==> config.mk <==
export PLATFORM = sky130hd
export DESIGN_NAME = repAddMul
export DESIGN_NICKNAME = d
export VERILOG_FILES = /design/src/rtl/repAddMulPkg.sv /design/src/rtl/repAddMulCtrl.sv /design/src/rtl/repAddMulData.sv /design/src/rtl/repAddMul.sv
export SDC_FILE = /design/constraint.sdc
export NUM_CORES = 1
export LEC_CHECK = 0
export BUFFER_PORTS_ARGS = -buffer_cell sky130_fd_sc_hd__buf_2
export CELL_PAD_IN_SITES_DETAIL_PLACEMENT = 1
export CELL_PAD_IN_SITES_GLOBAL_PLACEMENT = 1
export CORE_MARGIN = 5
export CORE_UTILIZATION = 30
export CTS_CLUSTER_DIAMETER = 200
export DETAILED_ROUTE_END_ITERATION = 10
export PLACE_DENSITY_LB_ADDON = 0.1
export SETUP_SLACK_MARGIN = 0.05
export SYNTH_ARGS = -nofsm -noshare
export SYNTH_HDL_FRONTEND = slang
export SYNTH_HIERARCHICAL = 1
export SYNTH_SLANG_ARGS = --single-unit
==> constraint.sdc <==
create_clock -name clk -period 4.3 [get_ports clk]
set_input_delay 0.645 -clock clk [delete_from_list [all_inputs] [get_ports clk]]
set_output_delay 0.645 -clock clk [all_outputs]
set_load 0.03 [all_outputs]
==> src/rtl/repAddMulPkg.sv <==
package repAddMulPkg;
  typedef enum logic [1:0] {
    ST_IDLE   = 2'b00,
    ST_TEST   = 2'b01,
    ST_ADDDEC = 2'b11,
    ST_DONE   = 2'b10
  } seqState_t;

  typedef struct packed {
    logic load;
    logic add;
    logic dec;
  } ctlStrobes_t;
endpackage

==> src/rtl/repAddMulCtrl.sv <==
module repAddMulCtrl
  import repAddMulPkg::*;
(
  input  logic        clk,
  input  logic        rst,
  input  logic        opsValid,
  input  logic        prodAck,
  input  logic        countZero,
  output ctlStrobes_t ctl,
  output logic        done
);
  seqState_t state, nextState;

  always_ff @(posedge clk or posedge rst) begin
    if (rst) state <= ST_IDLE;
    else     state <= nextState;
  end

  always_comb begin
    nextState = state;
    unique case (state)
      ST_IDLE:   if (opsValid) nextState = ST_TEST;
      ST_TEST:   nextState = countZero ? ST_DONE : ST_ADDDEC;
      ST_ADDDEC: nextState = ST_TEST;
      ST_DONE:   if (prodAck) nextState = ST_IDLE;
      default:   nextState = ST_IDLE;
    endcase
  end

  always_comb begin
    ctl.load = (state == ST_IDLE) && opsValid;
    ctl.add  = (state == ST_ADDDEC);
    ctl.dec  = (state == ST_ADDDEC);
  end

  assign done = (state == ST_DONE);


  stateStep_chk: assert property (@(posedge clk) disable iff (rst)
    ($countones(state ^ $past(state)) <= 1) ||
    ($past(state) == ST_TEST && state == ST_DONE));


  ackLeave_chk: assert property (@(posedge clk) disable iff (rst)
    (done && prodAck) |=> (!done));


  doneHold_chk: assert property (@(posedge clk) disable iff (rst)
    (done && !prodAck) |=> done);
endmodule

==> src/rtl/repAddMulData.sv <==
module repAddMulData
  import repAddMulPkg::*;
#(
  parameter int W = 8,
  localparam int PW = 2 * W
)(
  input  logic          clk,
  input  logic          rst,
  input  ctlStrobes_t   ctl,
  input  logic [W-1:0]  opA,
  input  logic [W-1:0]  opB,
  output logic          countZero,
  output logic [PW-1:0] product
);
  logic [W-1:0]  mcandReg;
  logic [W-1:0]  countReg;
  logic [PW-1:0] accReg;

  always_ff @(posedge clk or posedge rst) begin
    if (rst) begin
      mcandReg <= '0;
      countReg <= '0;
    end else if (ctl.load) begin
      mcandReg <= opA;
      countReg <= opB;
    end else if (ctl.dec) begin
      countReg <= countReg - 1'b1;
    end
  end

  always_ff @(posedge clk or posedge rst) begin
    if (rst)           accReg <= '0;
    else if (ctl.load) accReg <= '0;
    else if (ctl.add)  accReg <= accReg + {{W{1'b0}}, mcandReg};
  end

  assign countZero = (countReg == '0);
  assign product   = accReg;


  loadClear_chk: assert property (@(posedge clk) disable iff (rst)
    ctl.load |=> (product == '0));


  addNonzero_chk: assert property (@(posedge clk) disable iff (rst)
    ctl.add |-> !countZero);


  no_overflow_chk: assert property (@(posedge clk) disable iff (rst)
    ctl.add |=> (product >= $past(product)));
endmodule

==> src/rtl/repAddMul.sv <==
module repAddMul
  import repAddMulPkg::*;
#(
  parameter int W = 8,
  localparam int PW = 2 * W
)(
  input  logic          clk,
  input  logic          rst,
  input  logic [W-1:0]  opA,
  input  logic [W-1:0]  opB,
  input  logic          opsValid,
  input  logic          prodAck,
  output logic          done,
  output logic [PW-1:0] product
);
  ctlStrobes_t ctl;
  logic        countZero;

  repAddMulCtrl u_ctrl (
    .clk(clk), .rst(rst), .opsValid(opsValid), .prodAck(prodAck),
    .countZero(countZero), .ctl(ctl), .done(done)
  );

  repAddMulData #(.W(W)) u_data (
    .clk(clk), .rst(rst), .ctl(ctl), .opA(opA), .opB(opB),
    .countZero(countZero), .product(product)
  );


  prodHold_chk: assert property (@(posedge clk) disable iff (rst)
    (done && !prodAck) |=> $stable(product));
endmodule

==> metrics.yaml <==
clockBufferDepth: 2
die_y_um: 89.8
drt_iter0_drc: 28
relSlewSlack_pct: 65.4
finalHoldViolCount: 0
syn_nets: 222
wl_per_cell_um: 14.2
netlist-cell-type-count: 43
die_w_um: 89.8
rsz0062_at_grt: "false"
place_worst_setup_slack_ns: 2.05
cts_hold_buf: 0
synth_area_um2: 1910
synth_edf_count: 0
period_minus_slack_ns: 2.26
path_buf_inv: 1
cts_sinks: 34
power.density_nw_per_um2: 855
synth_top_area_share_pct: 44.5
fillers: 761
fin_tns_setup_ns: 0
syn_avg_cell_area_um2: 9.96
port_buffers: 36
synthTopCellsByArea: "dfrtp_1, ha_1, mux2_2"
startpoint: "u_data/product[0]$_DFFE_PP0P_"
vias_per_cell: 4.84
insertion_delay_ns: 0.28
crit_required_ns: 4.47
r2r_start: "u_data/product[0]$_DFFE_PP0P_"
core_um2: 6280
wl_mm: 4.40
cp-end-kind: "flip-flop"
setup_ws_ns: 2.04
critPathMaxStageDelay_ns: 0.46
htree_levels: 2
design.portCount: 37
numCtsBuffers: 5
antenna_cells: 0
area_growth_pct: 20.0
grt_first_pass_wirelength_mm: 8.14
grt_pass1_vias: 1703
die_area_um2: 8070
hpwl_mm: 3.22
fp-row-count: 29
clk_pin_slew_ns: 0.07
route.vias.total: 1496
cts_resized: 0
p_total_mw: 1.96
start_util_pct: 30.5
drc_errors: 0
yosysSeqAreaShare_pct: 44.5
worstMarginPinSlew_ns: 0.516
cts_tree: "done"
synth.area.mux_share_pct: 8.70
grt-ovfl-total: 0
max_freq_mhz: 442
slew_viol_final: 0
fin_nets: 261
syn_inst: 192
mostFrequentLayoutCells: "buf_2, dfrtp_1, nor2_1"
synth-simple-area-share_pct: 16.6
synth-seq-cells: 34
root_buffer: "clkbuf_8"
worstPathMaxFanout: 4
place_congestion: 0.730
crit_path_cell_trace: "ha_1 > inv_1 > fa_1 > nand2b_1 > a211oi_1 > o21ai_0 > xnor2_1 > nor2b_1"
skew_ns: 0.00963
synth_warnings: 6
cpLargestDelayFamily: "compound AO/OA/AOI/OAI gates"
period_share_pct: 52.6
setup_violations: 0
cpMaxStageDelayCell: "a211oi_1"
synth_top_family_by_area: "simple AND/OR/NAND/NOR gates"
synth-compound-area-share_pct: 12.4
synthAdderAreaFrac_pct: 6.94
synth_xor_area_share_pct: 7.33
leakage_nw: 1.03
yosys.area.top_type: "dfrtp_1"
criticalPathCategory: "reg -> reg"
grt_usage_pct: 12.1
place_inst: 301
worstHoldPathType: "in -> async"
antenna_found_initial: 0
outcome: "completed"
fin_util_pct: 36.5
peakVddDrop_mv: 0.351
post_cts_buffers: 0
final_common_cell: "buf_2"
worstSetupStartpointType: "flip-flop"
drive_gt1_share_pct: 27.2
drt-pass1-iter-count: 4
ys_async_sr_fraction_pct: 100
ant_nets: 0
grt_max_degree: 33
arrival_ns: 2.43
cap_violations: 0
fin_cells: 309
ys.flop_type: "dfrtp_1"
==> cell type report <==
cell class	instances	area, um2	area share, %
clock buffer	7	76.3	3.33
clock inverter	1	30.0	1.31
inverter	10	37.5	1.64
multi-input combinational	141	1000	43.6
sequential	34	851	37.1
tap	77	96.3	4.20
timing repair buffer	39	203	8.84
==> state kept, by name, indices dropped and copies added, names as in the netlist <==
register and flops:
u_ctrl/state 2, u_data/product 16, u_data/countReg 8, u_data/mcandReg 8
==> Yosys cell counts, types with 3 or more instances <==
master / instances
dfrtp_1: 34
nor2_1: 22
o21ai_0: 16
nand2_1: 15
inv_1: 10
ha_1: 9
mux2_2: 9
xnor2_1: 8
xor2_1: 8
a21oi_1: 6
mux2i_1: 5
buf_1: 3
clkbuf_1: 3
nand2b_1: 3
nor2b_1: 3
or4_1: 3
==> stage by stage <==
stage / cell area (um2) / hold slack [ns]
2_1_floorplan: 1910 / 0.386
3_3_place_gp: 2190 / 0.493
3_5_place_dp: 2190 / 0.505
4_1_cts: 2290 / 0.203
5_1_grt: 2290 / 0.210
6_report: 2290 / 0.211
==> path summary, 6_finish.rpt <==
check | end | slack (ns) | depth (start not counted)
worst max-delay path | u_data/product[14]$_DFFE_PP0P_ | 2.04 | 8
worst min-delay path | u_ctrl/state[0]$_DFFE_PP0P_ | 0.21 | 2
worst max register to register | u_data/product[14]$_DFFE_PP0P_ | 2.04 | 8
worst min register to register | u_data/mcandReg[0]$_DFFE_PP0P_ | 0.52 | 1
max in group asynchronous | u_data/mcandReg[0]$_DFFE_PP0P_ | 3.51 | 3
min in group clk | u_data/mcandReg[0]$_DFFE_PP0P_ | 0.52 | 1
==> report_power, final <==
group / leakage [nW] / internal, mW / switching (mW)
Combinational: 0.567 / 0.440 / 0.630
Sequential: 0.416 / 0.476 / 0.128
Clock: 0.0524 / 0.173 / 0.114
Total: 1.03 / 1.09 / 0.872
==> metal layers <==
metal | part of all wire [%] | global-route usage (%) | vias up
met2 | 44 | 18.2 | 31
met3 | 4.5 | 3.59 | 7
li1 | - | - | 738
met4 | 1.4 | 4.16 | 0
met5 | 0 | 0 | -
met1 | 50 | 16.5 | 720
==> kinds of logic after synthesis <==
logic type / Yosys count
simple gates: 63
xor+xnor: 16
fa+ha+maj: 10
flops: 34
mux: 15
buf+inv: 17
compound gates: 37
No activity file was read; power rests on OpenSTA's default activity.
